`src/rtl/sdac_pkg.sv`:
```
package sdac_pkg;

    typedef enum logic [3:0] {
        CMD_NOP       = 4'b0000,
        CMD_LOAD      = 4'b0001,
        CMD_READBACK  = 4'b0010,
        CMD_EDGE_RISE = 4'b1001,
        CMD_EDGE_FALL = 4'b1010
    } sdac_cmd_e;

endpackage

```
`src/rtl/sdac_insync.sv`:
```
module sdac_insync #(
    parameter int W       = 3,
    parameter int STAGES  = 2,
    parameter logic [W-1:0] RST_VAL = '0
) (
    input  logic         clk,
    input  logic         rst_n,
    input  logic [W-1:0] async_i,
    output logic [W-1:0] sync_o
);

    logic [W-1:0] stg_d [STAGES];
    logic [W-1:0] stg_q [STAGES];

    always_comb begin
        stg_d[0] = async_i;
        for (int s = 1; s < STAGES; s++) begin
            stg_d[s] = stg_q[s-1];
        end
    end

    always_ff @(posedge clk or negedge rst_n) begin
        if (!rst_n) begin
            for (int s = 0; s < STAGES; s++) begin
                stg_q[s] <= RST_VAL;
            end
        end else begin
            for (int s = 0; s < STAGES; s++) begin
                stg_q[s] <= stg_d[s];
            end
        end
    end

    assign sync_o = stg_q[STAGES-1];

endmodule

```
`src/rtl/sdac_shift.sv`:
```
module sdac_shift #(
    parameter int FRAME_W = 16,
    localparam int CNT_W  = $clog2(FRAME_W + 1)
) (
    input  logic               clk,
    input  logic               rst_n,
    input  logic               start_i,
    input  logic               act_i,
    input  logic               opp_i,
    input  logic               sdin_i,
    input  logic               reload_i,
    input  logic [FRAME_W-1:0] reload_word_i,
    output logic               sdo_o,
    output logic               done_o,
    output logic [FRAME_W-1:0] frame_o
);

    localparam logic [CNT_W-1:0] CNT_FULL = CNT_W'(FRAME_W);
    localparam logic [CNT_W-1:0] CNT_LAST = CNT_W'(FRAME_W - 1);

    typedef struct packed {
        logic [FRAME_W-1:0] sh;
        logic [CNT_W-1:0]   cnt;
        logic               sdo;
        logic               done;
        logic [FRAME_W-1:0] frame;
    } shift_st_t;

    shift_st_t st_d, st_q;

    always_comb begin
        st_d      = st_q;
        st_d.done = 1'b0;
        if (start_i) begin
            st_d.cnt = '0;
            if (reload_i) begin
                st_d.sh  = reload_word_i;
                st_d.sdo = reload_word_i[FRAME_W-1];
            end else begin
                st_d.sdo = st_q.sh[FRAME_W-1];
            end
        end else if (act_i && (st_q.cnt < CNT_FULL)) begin
            st_d.sh  = {st_q.sh[FRAME_W-2:0], sdin_i};
            st_d.cnt = st_q.cnt + 1'b1;
            if (st_q.cnt == CNT_LAST) begin
                st_d.done  = 1'b1;
                st_d.frame = {st_q.sh[FRAME_W-2:0], sdin_i};
            end
        end else if (opp_i && (st_q.cnt < CNT_FULL)) begin
            st_d.sdo = st_q.sh[FRAME_W-1];
        end
    end

    always_ff @(posedge clk or negedge rst_n) begin
        if (!rst_n) begin
            st_q     <= '0;
            st_q.cnt <= CNT_FULL;
        end else begin
            st_q <= st_d;
        end
    end

    assign sdo_o   = st_q.sdo;
    assign done_o  = st_q.done;
    assign frame_o = st_q.frame;

    a_r6_count_saturates: assert property (@(posedge clk) disable iff (!rst_n)
        st_q.cnt <= CNT_FULL);
    a_r6_done_single: assert property (@(posedge clk) disable iff (!rst_n)
        st_q.done |=> !st_q.done);
    a_r6_done_at_full: assert property (@(posedge clk) disable iff (!rst_n)
        st_q.done |-> (st_q.cnt == CNT_FULL));
    a_r7_sdo_moves_on_opp: assert property (@(posedge clk) disable iff (!rst_n)
        !$stable(st_q.sdo) |-> $past(opp_i || start_i));

endmodule

```
`src/rtl/sdac_ctrl.sv`:
```
module sdac_ctrl
    import sdac_pkg::*;
#(
    parameter int FRAME_W = 16,
    parameter int CODE_W  = 4,
    localparam int DATA_W = FRAME_W - CODE_W
) (
    input  logic               clk,
    input  logic               rst_n,
    input  logic               start_i,
    input  logic               done_i,
    input  logic [FRAME_W-1:0] frame_i,
    output logic               rise_sel_o,
    output logic               rb_arm_o,
    output logic [DATA_W-1:0]  data_o,
    output logic               load_o
);

    typedef struct packed {
        logic              rise_sel;
        logic              rb_arm;
        logic [DATA_W-1:0] data;
        logic              load;
    } ctrl_st_t;

    ctrl_st_t st_d, st_q;
    logic [3:0] code_w;

    always_comb begin
        code_w    = 4'(frame_i[FRAME_W-1 -: CODE_W]);
        st_d      = st_q;
        st_d.load = 1'b0;
        if (start_i) begin
            st_d.rb_arm = 1'b0;
        end
        if (done_i) begin
            case (code_w)
                CMD_LOAD: begin
                    st_d.data = frame_i[DATA_W-1:0];
                    st_d.load = 1'b1;
                end
                CMD_READBACK:  st_d.rb_arm   = 1'b1;
                CMD_EDGE_RISE: st_d.rise_sel = 1'b1;
                CMD_EDGE_FALL: st_d.rise_sel = 1'b0;
                default: ;
            endcase
        end
    end

    always_ff @(posedge clk or negedge rst_n) begin
        if (!rst_n) begin
            st_q <= '0;
        end else begin
            st_q <= st_d;
        end
    end

    assign rise_sel_o = st_q.rise_sel;
    assign rb_arm_o   = st_q.rb_arm;
    assign data_o     = st_q.data;
    assign load_o     = st_q.load;

    a_r2_code_moves_with_load: assert property (@(posedge clk) disable iff (!rst_n)
        !$stable(st_q.data) |-> st_q.load);
    a_r2_load_follows_frame: assert property (@(posedge clk) disable iff (!rst_n)
        st_q.load |-> $past(done_i));
    a_r8_arm_consumed: assert property (@(posedge clk) disable iff (!rst_n)
        $past(start_i) |-> !st_q.rb_arm);
    a_r4_edge_only_on_frame: assert property (@(posedge clk) disable iff (!rst_n)
        !$stable(st_q.rise_sel) |-> $past(done_i));

endmodule

```
`src/rtl/sdac_frontend.sv`:
```
module sdac_frontend #(
    parameter int FRAME_W     = 16,
    parameter int CODE_W      = 4,
    parameter int SYNC_STAGES = 2,
    localparam int DATA_W     = FRAME_W - CODE_W
) (
    input  logic              clk,
    input  logic              rst_n,
    input  logic              sclk_i,
    input  logic              sync_n_i,
    input  logic              sdin_i,
    output logic              sdo_o,
    output logic [DATA_W-1:0] dac_code_o,
    output logic              dac_load_o
);

    typedef struct packed {
        logic sclk_prev;
        logic sync_prev;
    } edge_st_t;

    edge_st_t st_d, st_q;

    logic [2:0]         pins_s;
    logic               sclk_s, sync_s, sdin_s;
    logic               sclk_rise, sclk_fall, sync_fall, framing;
    logic               act_edge, opp_edge;
    logic               rise_sel, rb_arm, done;
    logic [FRAME_W-1:0] frame_w;
    logic [DATA_W-1:0]  data_w;
    logic [FRAME_W-1:0] reload_word;

    sdac_insync #(
        .W       (3),
        .STAGES  (SYNC_STAGES),
        .RST_VAL (3'b010)
    ) u_sync (
        .clk     (clk),
        .rst_n   (rst_n),
        .async_i ({sclk_i, sync_n_i, sdin_i}),
        .sync_o  (pins_s)
    );

    assign sclk_s = pins_s[2];
    assign sync_s = pins_s[1];
    assign sdin_s = pins_s[0];

    always_comb begin
        st_d.sclk_prev = sclk_s;
        st_d.sync_prev = sync_s;
        sclk_rise = sclk_s & ~st_q.sclk_prev;
        sclk_fall = ~sclk_s & st_q.sclk_prev;
        sync_fall = ~sync_s & st_q.sync_prev;
        framing   = ~sync_s;
        act_edge  = framing & ~sync_fall & (rise_sel ? sclk_rise : sclk_fall);
        opp_edge  = framing & ~sync_fall & (rise_sel ? sclk_fall : sclk_rise);
    end

    always_ff @(posedge clk or negedge rst_n) begin
        if (!rst_n) begin
            st_q.sclk_prev <= 1'b0;
            st_q.sync_prev <= 1'b1;
        end else begin
            st_q <= st_d;
        end
    end

    assign reload_word = {{CODE_W{1'b0}}, data_w};

    sdac_shift #(
        .FRAME_W (FRAME_W)
    ) u_shift (
        .clk           (clk),
        .rst_n         (rst_n),
        .start_i       (sync_fall),
        .act_i         (act_edge),
        .opp_i         (opp_edge),
        .sdin_i        (sdin_s),
        .reload_i      (rb_arm),
        .reload_word_i (reload_word),
        .sdo_o         (sdo_o),
        .done_o        (done),
        .frame_o       (frame_w)
    );

    sdac_ctrl #(
        .FRAME_W (FRAME_W),
        .CODE_W  (CODE_W)
    ) u_ctrl (
        .clk        (clk),
        .rst_n      (rst_n),
        .start_i    (sync_fall),
        .done_i     (done),
        .frame_i    (frame_w),
        .rise_sel_o (rise_sel),
        .rb_arm_o   (rb_arm),
        .data_o     (data_w),
        .load_o     (dac_load_o)
    );

    assign dac_code_o = data_w;

    a_r4_edges_exclusive: assert property (@(posedge clk) disable iff (!rst_n)
        $onehot0({act_edge, opp_edge}));
    a_r5_no_capture_idle: assert property (@(posedge clk) disable iff (!rst_n)
        sync_s |-> !(act_edge || opp_edge));

endmodule

```
`config.mk`:
```
export PLATFORM = sky130hd
export DESIGN_NAME = sdac_frontend
export DESIGN_NICKNAME = d
export VERILOG_FILES = /design/src/rtl/sdac_pkg.sv /design/src/rtl/sdac_insync.sv /design/src/rtl/sdac_shift.sv /design/src/rtl/sdac_ctrl.sv /design/src/rtl/sdac_frontend.sv
export SDC_FILE = /design/constraint.sdc
export NUM_CORES = 1
export LEC_CHECK = 0
export ABC_AREA = 1
export BUFFER_PORTS_ARGS = -buffer_cell sky130_fd_sc_hd__buf_4
export CORE_UTILIZATION = 34
export CTS_BUF_LIST = sky130_fd_sc_hd__clkbuf_4 sky130_fd_sc_hd__clkbuf_8
export DETAILED_ROUTE_END_ITERATION = 6
export HOLD_SLACK_MARGIN = 0.02
export PLACE_DENSITY = 0.48
export SLEW_MARGIN = 20
export SYNTH_ARGS = -nofsm -noshare
export SYNTH_HDL_FRONTEND = slang
export SYNTH_HIERARCHICAL = 1
export SYNTH_SLANG_ARGS = --single-unit
```
`constraint.sdc`:
```
create_clock -name clk -period 4.15 [get_ports clk]
set_clock_uncertainty 0.05 [all_clocks]
set_input_delay 0.83 -clock clk [delete_from_list [all_inputs] [get_ports clk]]
set_output_delay 0.83 -clock clk [all_outputs]
set_load 0.01 [all_outputs]
```
==> summary.txt, run 1 <==
Global routing
  • Met1 Resource Use GR: 19.3%
  • Global route total overflow: 0
  • Met3 Usage GRT: 3.66%
  • First-pass GRT wire length: 9910 microns
  • Initial antenna violation count: 0
  • All-layer global routing usage: 15.2%
  • Largest net degree at the start of global routing: 63
  • Vias in the first global route: 2,060
  • M2 GR Usage: 24.3%
  • Gr busiest metal: met2

Worst setup path
  • Setup crit start kind: flop
  • Max Fanout on Critical Path: 22
  • Reg-to-Reg End: u_shift/frame_o[11]
  • Crit-path cells: nor2_1 > buf_4 > inv_2 > nand3_4 > inv_6 > nand2_1 > nand2_1
  • Crit path to: u_shift/frame_o[11]
  • Largest delay share family, worst path: buffers and inverters
  • Worst path depth: 7
  • Reg2Reg Setup Slack: 2.14 ns
  • Critical Path AT: 2.24 ns
  • CP most frequent cell: nand2_1
  • Max stage delay on crit path: 0.57 ns
  • R2R Path Start: u_sync/sync_o[1]
  • CP Launch Point: u_sync/sync_o[1]
  • Crit Path Category: reg2reg
  • Setup crit end kind: flop
  • Worst Path Buf+Inv: 3
  • Worst Path Required: 4.38 ns
  • Slowest CP cell: dfstp_2
  • Worst reg2reg path depth: 7

Logic synthesis
  • Yosys reg bits: 62
  • Most common cell in the netlist: nand2_1
  • Mapped Area: 2840 sq um
  • Dominant cells by area after synthesis: dfrtp_1 (51%), nand2_1 (22%), buf_4 (4.2%)
  • Yosys top cell area share: 51.1%
  • Main synth FF type: dfrtp_1
  • Syn avg cell area: 8.46 sq um
  • Post-synth EDFFs: 0
  • Seq/Total Area, Yosys: 54.8%
  • Count of different cell masters after synthesis: 25
  • Post-synth top area cell: dfrtp_1
  • Ys async rst share: 100%
  • Yosys warning count: 6
  • Mapped Cells: 336
  • Most frequent cells after synthesis: nand2_1 (170), dfrtp_1 (58), nand3_1 (21)

Floorplanning
  • Top Ports: 19
  • Core area: 7890 sq um
  • Row Count: 32
  • Initial Utilization: 36.0%
  • Die area: 8730 sq um
  • Chip width: 93.4 microns
  • Die height: 93.4 microns

Placement
  • Port buffer count: 18
  • GPL Wtd Cong: 0.726
  • Placed insts: 433
  • Placement Setup Slack: 2.14 ns
  • Post-DP HPWL: 3460 microns

Clock network
  • Worst-Skew Late Latency: 0.34 ns
  • CTS tree: built
  • Depth of the CTS H-tree: 3
  • # clock sinks: 62
  • Clock root cell: clkbuf_8
  • CTS max path bufs: 2
  • Post-CTS Setup Repair Bufs: 0
  • Clock transition at path regs: 0.07 ns
  • Post-CTS Resized: 0
  • CTS Hold Bufs: 0
  • CTS Buf Count: 9

Power
  • Leak pwr: 1.68 nW
  • PwrDens: 418 nW/um^2
  • VDD IR-drop max: 0.157 mV

STA
  • Sum Neg Setup Slack: 0 ns
  • Fin crit share: 48.4%
  • Relative slew slack: 47.4%
  • Worst hold margin: 0.304 ns
  • Fin crit period: 2.01 ns
  • Unrepaired setup endpoints after global routing: false
  • Final Slew Violations: 0
  • Finish-stage setup viols: 0
  • Worst-Margin Slew: 0.789 ns
  • Final hold viol count: 0
  • Fmax: 498 MHz
  • Post-route setup slack: 2.14 ns

Drt
  • Initial DRT Pass Iterations: 4
  • Via Count: 2,010
  • Drt wl/cell: 12.6 microns
  • Starting DRT DRC Count: 91
  • WL final: 5660 microns
  • Via/cell ratio: 4.48
  • DRC: 0
  • Final ANT Viol Nets: 0

Final layout
  • Fillers: 824
  • Final nets: 349
  • Final Non-Filler Cells: 449
  • Fraction of layout cells with a size suffix above 1: 15.0%
  • Antenna diodes: 0
  • Area of the multi-input gates: 1020 sq um
  • Synth-to-Final Area Change: 10.4%
  • Total area of sequential cells: 1560 sq um

Min path
  • Hold WC Path Type: reg2reg

Run status
  • Status: finished, final reports clean

Run
  • Number of max-cap violations: 0
## sequential cells by signal, indices dropped and copies added, names as in the netlist
name / count
u_sync/sync_o: 3
u_sync/stg_d: 3
u_ctrl/data_o: 12
u_ctrl/rb_arm_o: 1
u_shift/sdo_o: 1
u_shift/done_o: 1
u_ctrl/load_o: 1
u_ctrl/rise_sel_o: 1
st_q: 2
u_shift/frame_o: 16
u_shift/st_q: 21
## worst min-delay path by stage
stage | from | slack, ns | to | depth (start not counted)
floorplan | u_sync/stg_d[0] | 0.28 | u_sync/sync_o[0] | 0
global placement | u_sync/stg_d[0] | 0.29 | u_sync/sync_o[0] | 0
detailed placement | u_sync/stg_d[0] | 0.29 | u_sync/sync_o[0] | 0
CTS | u_sync/stg_d[0] | 0.31 | u_sync/sync_o[0] | 0
global route | u_sync/stg_d[0] | 0.31 | u_sync/sync_o[0] | 0
finish | u_sync/stg_d[0] | 0.30 | u_sync/sync_o[0] | 0
## report_power, final
group	internal, mW	leakage, nW	switching (mW)
clock network	0.366	0.117	0.235
logic	0.0236	0.734	0.0428
registers	0.628	0.829	0.0160
total	1.02	1.68	0.294
## kinds of logic (layout without fill, tap and decap cells)
family                     Yosys count  count (layout)  synth area share (%)
xor gates and xnor gates             1               1                 0.308
adders and majority gates            2               2                 0.880
and+or+nand+nor                    213             213                  31.8
buffers and inverters               43              51                  9.64
AOI/OAI and AO/OA                   14              14                  2.51
DFF                                 62              62                  54.8
other                                1               4                 0.132
## layout by cell type, fill, tap and decap left out, drive strengths merged
master  synthesis  routed
nor2           14      14
o22ai           1       1
bufinv          0       2
o21ai           9       9
nand2         174     174
inv            16      16
nand3b          1       1
conb            1       4
and3            1       1
dfstp           4       4
clkbuf          0      12
clkinv          0       2
buf            27      19
nand3          22      22
nand4           1       1
xnor2           1       1
a21oi           4       4
ha              2       2
dfrtp          58      58
## per-layer routing
layer  wire length [microns]  part of all wire, %
met2                    2640                   47
met4                     118                  2.1
met1                    2710                   48
met3                     193                  3.4
met5                       0                    0
## metrics by stage
step | power (mW) | cell area (sq um) | util, %
3_5_place_dp | 0.723 | 2920 | 37.0
5_1_grt | 1.37 | 3140 | 39.8
4_1_cts | 1.33 | 3140 | 39.8
3_3_place_gp | 0.724 | 2920 | 37.0
2_1_floorplan | 0.694 | 2850 | -
6_report | 1.31 | 3140 | 39.8
## area by class of cell
cell class	instances	share of cell area [%]
flip-flops and latches	62	49.6
multi-input cells	234	32.6
clock buffers	12	4.86
repair buffers	19	4.55
well taps	102	4.07
clock inverters	4	2.23
inverters	16	2.07
## worst reg2reg max path: cells and delay by family (launching register included)
family / cells / cell delay (ns)
buffers and inverters: 3 / 0.81
flip-flops: 1 / 0.57
AND/OR/NAND/NOR: 4 / 0.53
No activity file was read; power rests on OpenSTA's default activity.
==> inputs of run 2 (changes only) <==
--- a/config.mk
+++ b/config.mk
@@ -5,13 +5,13 @@
 export SDC_FILE = /design/constraint.sdc
 export NUM_CORES = 1
 export LEC_CHECK = 0
-export ABC_AREA = 1
+export ABC_AREA = 0
 export BUFFER_PORTS_ARGS = -buffer_cell sky130_fd_sc_hd__buf_4
 export CORE_UTILIZATION = 34
 export CTS_BUF_LIST = sky130_fd_sc_hd__clkbuf_4 sky130_fd_sc_hd__clkbuf_8
 export DETAILED_ROUTE_END_ITERATION = 6
 export HOLD_SLACK_MARGIN = 0.02
-export PLACE_DENSITY = 0.48
+export PLACE_DENSITY = 0.5
 export SLEW_MARGIN = 20
 export SYNTH_ARGS = -nofsm -noshare
 export SYNTH_HDL_FRONTEND = slang
==> constraint.sdc (replaced) <==
create_clock -name clk -period 1.6 [get_ports clk]
set_clock_uncertainty 0.05 [all_clocks]
set_input_delay 0.32 -clock clk [delete_from_list [all_inputs] [get_ports clk]]
set_output_delay 0.32 -clock clk [all_outputs]
set_load 0.01 [all_outputs]
==> run 2 against run 1 <==
  * Critical endpoint is now u_shift/st_q[25]
  * Register-to-register slack got worse by 2.7 ns
  * Non-clock buffer count increased by 30
  * Sequential share of layout area shrank 5.6 points
  * The flow now finishes with violations (setup timing)
  * Total power grew to 2.6 times the previous value
  * Clock power up 140%
  * Final area rose by 13%
  * Combinational power grew to 3.6 times the previous value
  * Fmax decreased by 6.3%
  * Critical path type unchanged
  * Area after synthesis is 0.13% lower
==> summary.txt, run 2 <==
Run status
  • Status: finished with violations (was finished, final reports clean)
  • Failing checks: setup timing

STA
  • Worst hold margin: 0.0397 ns (was 0.304 ns)
  • Final Slew Violations: 0 (unchanged)
  • Final hold viol count: 0 (unchanged)
  • Fin crit period: 2.14 ns (was 2.01 ns)
  • Post-route setup slack: -0.544 ns (was 2.14 ns)
  • Finish-stage setup viols: 38 (was 0)
  • Fin crit share: 134% (was 48.4%)
  • Unrepaired setup endpoints after global routing: true (was false)
  • Fmax: 466 MHz (was 498 MHz)

Power
  • Logic pwr share: 7.0% (was 5.1%)
  • P_int: 2.65 mW (was 1.02 mW)
  • Clock power share: 43.3% (was 45.9%)
  • VDD IR-drop max: 0.436 mV (was 0.157 mV)
  • PwrDens: 957 nW/um^2 (was 418 nW/um^2)
  • P_sw: 735 uW (was 294 uW)
  • Switching share of power: 21.7% (was 22.4%)
  • Leak pwr: 1.73 nW (was 1.68 nW)
  • Part of the power in registers: 49.7% (was 49.1%)

Drt
  • Met2 routed WL: 2540 microns (was 2640 microns)
  • WL final: 5420 microns (was 5660 microns)
  • Routed wl met3: 141 microns (was 193 microns)
  • Via/cell ratio: 4.64 (was 4.48)
  • Initial DRT Pass Iterations: 3 (was 4)
  • Final ANT Viol Nets: 0 (unchanged)
  • Via Count: 1,560 (was 2,010)
  • DRC: 0 (unchanged)
  • Top Layer Used: met4 (unchanged)
  • Starting DRT DRC Count: 39 (was 91)
  • Drt wl/cell: 16.1 microns (was 12.6 microns)
  • Met1 WL: 2610 microns (was 2710 microns)

Min path
  • Hold WC Path Type: in2reg (was reg2reg)

Logic synthesis
  • Yosys top cell area share: 51.1% (about the same)
  • Most frequent cells after synthesis: dfrtp_1 (58), mux2_2 (42), mux2_4 (18) (was nand2_1 (170), dfrtp_1 (58), nand3_1 (21))
  • Ys async rst share: 100% (unchanged)
  • Post-synth top area cell: dfrtp_1 (unchanged)
  • Main synth FF type: dfrtp_1 (unchanged)
  • Seq/Total Area, Yosys: 54.8% (about the same)
  • Post-synth EDFFs: 0 (unchanged)
  • Dominant cells by area after synthesis: dfrtp_1 (51%), mux2_2 (17%), mux2_4 (9.5%) (was dfrtp_1 (51%), nand2_1 (22%), buf_4 (4.2%))
  • Syn avg cell area: 14.9 sq um (was 8.46 sq um)
  • Mapped Cells: 191 (was 336)
  • Yosys reg bits: 62 (unchanged)
  • Most common cell in the netlist: dfrtp_1 (was nand2_1)
  • Count of different cell masters after synthesis: 34 (was 25)
  • Mapped Area: 2840 sq um (about the same)
  • Yosys warning count: 6 (unchanged)

Placement
  • GPL Wtd Cong: 0.673 (was 0.726)
  • Placement Setup Slack: -0.506 ns (was 2.14 ns)
  • Post-DP HPWL: 3250 microns (was 3460 microns)
  • Port buffer count: 18 (unchanged)
  • DP Area: 3110 sq um (was 2920 sq um)
  • Placed insts: 310 (was 433)

Final layout
  • Max FFs per register: 21 (unchanged)
  • Synth-to-Final Area Change: 24.5% (was 10.4%)
  • Final Non-Filler Cells: 336 (was 449)
  • Fin area: 3530 sq um (was 3140 sq um)
  • Antenna diodes: 0 (unchanged)
  • Largest Register: u_shift/st_q (unchanged)
  • Layout Utilization: 44.8% (was 39.8%)
  • Final nets: 237 (was 349)
  • Most frequent cells in the layout: dfrtp_1 (58), buf_4 (35), mux2_2 (35) (was nand2_1 (170), dfrtp_1 (58), nand3_1 (21))
  • Commonest non-fill, non-tap cell in the layout: dfrtp_1 (was nand2_1)
  • Fraction of layout cells with a size suffix above 1: 58.1% (was 15.0%)

Clock network
  • CTS tree: built (unchanged)
  • Clock transition at path regs: 0.07 ns (about the same)
  • Depth of the CTS H-tree: 3 (unchanged)
  • CTS Buf Count: 9 (unchanged)
  • CTS max path bufs: 2 (unchanged)
  • # clock sinks: 62 (unchanged)
  • Worst-Skew Late Latency: 0.34 ns (about the same)
  • Clock root cell: clkbuf_8 (unchanged)

Floorplanning
  • Initial Utilization: 36.0% (about the same)
  • Core area: 7890 sq um (unchanged)
  • Chip width: 93.4 microns (about the same)
  • Die height: 93.4 microns (about the same)
  • Row Count: 32 (unchanged)
  • Top Ports: 19 (unchanged)
  • Die area: 8720 sq um (was 8730 sq um)

Worst setup path
  • Crit Path Category: reg2reg (unchanged)
  • Setup crit end kind: flop (unchanged)
  • Worst Path Required: 1.77 ns (was 4.38 ns)
  • Max Fanout on Critical Path: 8 (was 22)
  • Critical Path AT: 2.31 ns (was 2.24 ns)
  • Setup crit start kind: flop (unchanged)
  • Reg2Reg Setup Slack: -0.54 ns (was 2.14 ns)

Global routing
  • Initial antenna violation count: 0 (unchanged)
  • First-pass GRT wire length: 8670 microns (was 9910 microns)
  • Largest net degree at the start of global routing: 31 (was 63)
  • Vias in the first global route: 1,710 (was 2,060)
  • Global route total overflow: 0 (unchanged)
  • All-layer global routing usage: 13.5% (was 15.2%)

Run
  • Number of max-cap violations: 0 (unchanged)
==> run 2: cell count changes in the layout (fill, tap and decap cells not counted), sizes merged, moves of 11 or more <==
cell	before	now
nand2	174	2
mux2	0	60
buf	19	43
nand3	22	1
inv	16	3
nor2	14	3
==> run 2: routing by layer <==
metal  vias up  global-route usage [%]
met1       807                    17.5
met4         0                    7.31
met5         -                       0
met3         9                    3.25
li1        723                       -
met2        21                    20.6
==> run 2: power by group through the flow <==
stage	logic (mW)	clock network (mW)	registers, mW
2_1_floorplan	0.120	0	1.70
3_3_place_gp	0.214	0	1.71
3_5_place_dp	0.224	0	1.71
4_1_cts	0.237	1.51	1.68
5_1_grt	0.259	1.58	1.69
6_report	0.237	1.46	1.68
==> run 2: layout make-up <==
cell class | instances | area [sq um]
fill | 701 | 4350
sequential | 62 | 1560
multi-input combinational | 105 | 1140
timing repair buffer | 49 | 493
clock buffer | 10 | 131
tap | 102 | 128
clock inverter | 5 | 75.1
inverter | 3 | 11.3
==> run 2: critical path: stages (launching register included) <==
cell,delay [ns]
dfrtp_1,0.37
or3b_1,0.38
a211oi_2,0.22
nand2b_1,0.17
buf_4,0.17
o21a_4,0.22
clkbuf_16,0.17
mux2_2,0.27
==> run 2: kinds of logic (layout without fill, tap and decap cells) <==
kind of cell / count (synthesis) / in the layout / share of synthesized area [%]
flip-flops: 62 / 62 / 54.8
AND/OR/NAND/NOR: 23 / 23 / 5.73
buffers and inverters: 28 / 67 / 7.98
adder cells (fa/ha/maj): 2 / 2 / 0.881
multiplexers: 64 / 64 / 27.6
other: 1 / 5 / 0.132
XOR/XNOR: 2 / 2 / 0.617
AO/OA/AOI/OAI: 9 / 9 / 2.25
==> run 2: path summary, 6_finish.rpt <==
path / start / end / depth (start not counted)
worst min register to register: u_sync/stg_d[0] / u_sync/sync_o[0] / 0
worst max-delay path: u_sync/sync_o[2] / u_shift/st_q[25] / 7
min in group asynchronous: rst_n / u_shift/st_q[20] / 2
worst min-delay path: sdin_i / u_sync/stg_d[0] / 1
max in group asynchronous: rst_n / u_shift/frame_o[6] / 3
worst max register to register: u_sync/sync_o[2] / u_shift/st_q[25] / 7
==> run 2: stage by stage <==
stage               power (mW)  TNS, ns
finish                    3.38   -17.74
global route              3.53   -21.71
CTS                       3.43   -15.58
floorplan                 1.82   -19.10
global placement          1.92   -13.59
detailed placement        1.94   -14.88
==> run 2: what timing repair did <==
action | 4_1_cts | 5_1_grt
pin swaps | 5 | 2
setup buffers | 3 | 4
endpoints found under the setup margin | 45 | 46
hold endpoints to repair | 12 | 0
hold buffers | 3 | 0
gates resized for setup | 10 | 11
gates cloned | 0 | 3
==> inputs of run 3 (changes only) <==
--- a/config.mk
+++ b/config.mk
@@ -12,6 +12,7 @@
 export DETAILED_ROUTE_END_ITERATION = 6
 export HOLD_SLACK_MARGIN = 0.02
 export PLACE_DENSITY = 0.5
+export SETUP_SLACK_MARGIN = 0.1
 export SLEW_MARGIN = 20
 export SYNTH_ARGS = -nofsm -noshare
 export SYNTH_HDL_FRONTEND = slang
==> run 3 against run 2 <==
  * The run still ends with setup timing left
  * Cell count unchanged
  * Die area unchanged
  * Non-clock buffer count shrank 1
  * First-iteration DRC count is 23% lower
  * Total power rose by 2.2%
  * Combinational power is essentially flat
  * Clock power rose by 5%
  * Setup slack worse by 0.035 ns
  * Final area up 2.1%
  * Sequential power about the same
  * Critical path depth unchanged
  * Global-route usage fell by 0.22 points
==> summary.txt, run 3 (same netlist as run 2, synthesis figures left out) <==
Worst setup path
  • Worst reg2reg path depth: 7 (unchanged)
  • Worst Path Required: 1.76 ns (was 1.77 ns)
  • Critical Path AT: 2.34 ns (was 2.31 ns)
  • Setup crit end kind: flop (unchanged)
  • Reg-to-Reg End: u_shift/frame_o[0] (was u_shift/st_q[25])
  • Reg2Reg Setup Slack: -0.58 ns (was -0.54 ns)
  • R2R Path Start: u_sync/sync_o[2] (unchanged)
  • Max Fanout on Critical Path: 8 (unchanged)
  • Setup crit start kind: flop (unchanged)
  • Crit Path Category: reg2reg (unchanged)

Final layout
  • Synth-to-Final Area Change: 27.1% (was 24.5%)
  • Layout Utilization: 45.8% (was 44.8%)
  • Most frequent cells in the layout: dfrtp_1 (58), buf_4 (32), mux2_2 (32) (was dfrtp_1 (58), buf_4 (35), mux2_2 (35))
  • Largest Register: u_shift/st_q (unchanged)
  • Max FFs per register: 21 (unchanged)
  • Commonest non-fill, non-tap cell in the layout: dfrtp_1 (unchanged)
  • Final nets: 236 (was 237)
  • Antenna diodes: 0 (unchanged)
  • Final Non-Filler Cells: 336 (unchanged)
  • Fraction of layout cells with a size suffix above 1: 60.3% (was 58.1%)

Min path
  • Hold WC Path Type: in2reg (unchanged)
  • Hold path startpoint: sync_n_i (was sdin_i)
  • Hold-critical path endpoint: u_sync/stg_d[1] (was u_sync/stg_d[0])
  • WHS Path Cells: 1 (unchanged)

STA
  • Final Slew Violations: 0 (unchanged)
  • Fin crit period: 2.18 ns (was 2.14 ns)
  • Fmax: 459 MHz (was 466 MHz)
  • Unrepaired setup endpoints after global routing: true (unchanged)
  • Fin crit share: 136% (was 134%)
  • Final hold viol count: 0 (unchanged)
  • Finish-stage setup viols: 39 (was 38)
  • Post-route setup slack: -0.579 ns (was -0.544 ns)
  • Worst hold margin: 0.0380 ns (was 0.0397 ns)

Global routing
  • Vias in the first global route: 1,650 (was 1,710)
  • All-layer global routing usage: 13.3% (was 13.5%)
  • Initial antenna violation count: 0 (unchanged)
  • Global route total overflow: 0 (unchanged)
  • Largest net degree at the start of global routing: 37 (was 31)
  • First-pass GRT wire length: 8500 microns (was 8670 microns)

Power
  • PwrDens: 958 nW/um^2 (was 957 nW/um^2)
  • Leak pwr: 1.77 nW (was 1.73 nW)
  • Total Power: 3.46 mW (was 3.38 mW)
  • VDD IR-drop max: 0.506 mV (was 0.436 mV)

Drt
  • DRC: 0 (unchanged)
  • WL final: 5220 microns (was 5420 microns)
  • Starting DRT DRC Count: 30 (was 39)
  • Final ANT Viol Nets: 0 (unchanged)
  • Initial DRT Pass Iterations: 4 (was 3)
  • Via Count: 1,511 (was 1,560)
  • Via/cell ratio: 4.50 (was 4.64)
  • Drt wl/cell: 15.5 microns (was 16.1 microns)

Clock network
  • CTS Buf Count: 9 (unchanged)
  • CTS max path bufs: 2 (unchanged)
  • Worst-Skew Late Latency: 0.33 ns (was 0.34 ns)
  • CTS tree: built (unchanged)
  • Depth of the CTS H-tree: 3 (unchanged)
  • # clock sinks: 62 (unchanged)
  • Clock transition at path regs: 0.07 ns (about the same)
  • Clock root cell: clkbuf_8 (unchanged)

Run status
  • Failing checks: setup timing (unchanged)
  • Status: finished with violations (unchanged)

Floorplanning
  • Chip width: 93.4 microns (unchanged)
  • Die height: 93.4 microns (unchanged)
  • Row Count: 32 (unchanged)
  • Initial Utilization: 36.0% (unchanged)
  • Core area: 7890 sq um (unchanged)
  • Top Ports: 19 (unchanged)
  • Die area: 8720 sq um (unchanged)

Placement
  • GPL Wtd Cong: 0.713 (was 0.673)
  • Post-DP HPWL: 3110 microns (was 3250 microns)
  • Placed insts: 309 (was 310)
  • Port buffer count: 18 (unchanged)

Run
  • Number of max-cap violations: 0 (unchanged)
[run 3: cell count changes in the layout (fill, tap and decap cells not counted), moves of 2 or more]
cell,delta
dlygate4sd3_1,-2
buf_6,+2
mux2_4,+3
buf_4,-3
nand2b_1,-2
mux2_2,-3
nand2b_4,+2
[run 3: worst max-delay path by stage]
stage | cells past startpoint | slack [ns] | start | to
floorplan | 7 | -0.68 | u_sync/sync_o[2] | u_shift/frame_o[0]
finish | 7 | -0.58 | u_sync/sync_o[2] | u_shift/frame_o[0]
global route | 7 | -0.65 | u_sync/sync_o[2] | u_shift/frame_o[1]
CTS | 6 | -0.53 | u_sync/sync_o[2] | u_shift/frame_o[6]
detailed placement | 6 | -0.51 | u_sync/sync_o[2] | u_shift/frame_o[6]
global placement | 6 | -0.47 | u_sync/sync_o[2] | u_shift/frame_o[8]
[run 3: power breakdown]
| group | switching [mW] | leakage (nW) | internal (mW) |
|---|---|---|---|
| Sequential | 0.0470 | 0.834 | 1.64 |
| Combinational | 0.100 | 0.819 | 0.135 |
| Clock | 0.591 | 0.117 | 0.950 |
| Total | 0.738 | 1.77 | 2.72 |
[run 3: critical path, stage by stage, from the launching register on]
cell       delay [ns]
dfrtp_1          0.38
or3b_4           0.41
a211oi_4         0.29
nand2b_4         0.11
nor3b_4          0.19
buf_6            0.16
clkbuf_16        0.16
mux2_4           0.30
[run 3: repair_timing]
| item | 4_1_cts | 5_1_grt |
|---|---|---|
| hold buffers | 1 | 0 |
| endpoints found under the hold margin | 23 | 0 |
| buffers inserted | 8 | 1 |
| gates cloned | 1 | 2 |
| pin swaps | 4 | 3 |
| resized for setup | 21 | 17 |
| endpoints found under the setup margin | 50 | 51 |
[run 3: stage by stage]
stage | worst slack (ns) | area, sq um | TNS, ns
4_1_cts | -0.527 | 3500 | -17.33
2_1_floorplan | -0.677 | 2870 | -19.10
5_1_grt | -0.650 | 3610 | -20.48
3_5_place_dp | -0.514 | 3100 | -15.17
3_3_place_gp | -0.466 | 3100 | -13.57
6_report | -0.579 | 3610 | -17.56
[run 3: per-layer routing]
metal,track usage (%),vias up,routed length (microns)
li1,-,719,-
met1,17.2,765,2500
met2,20.3,20,2470
met3,3.58,7,187
met4,6.54,0,64
met5,0,-,0
[run 3: area by class of cell]
cell class | instances | area [sq um]
sequential | 62 | 1560
multi-input combinational | 105 | 1180
tap | 102 | 128
clock inverter | 4 | 70.1
clock buffer | 12 | 153
fill | 683 | 4280
inverter | 3 | 11.3
timing repair buffer | 48 | 510
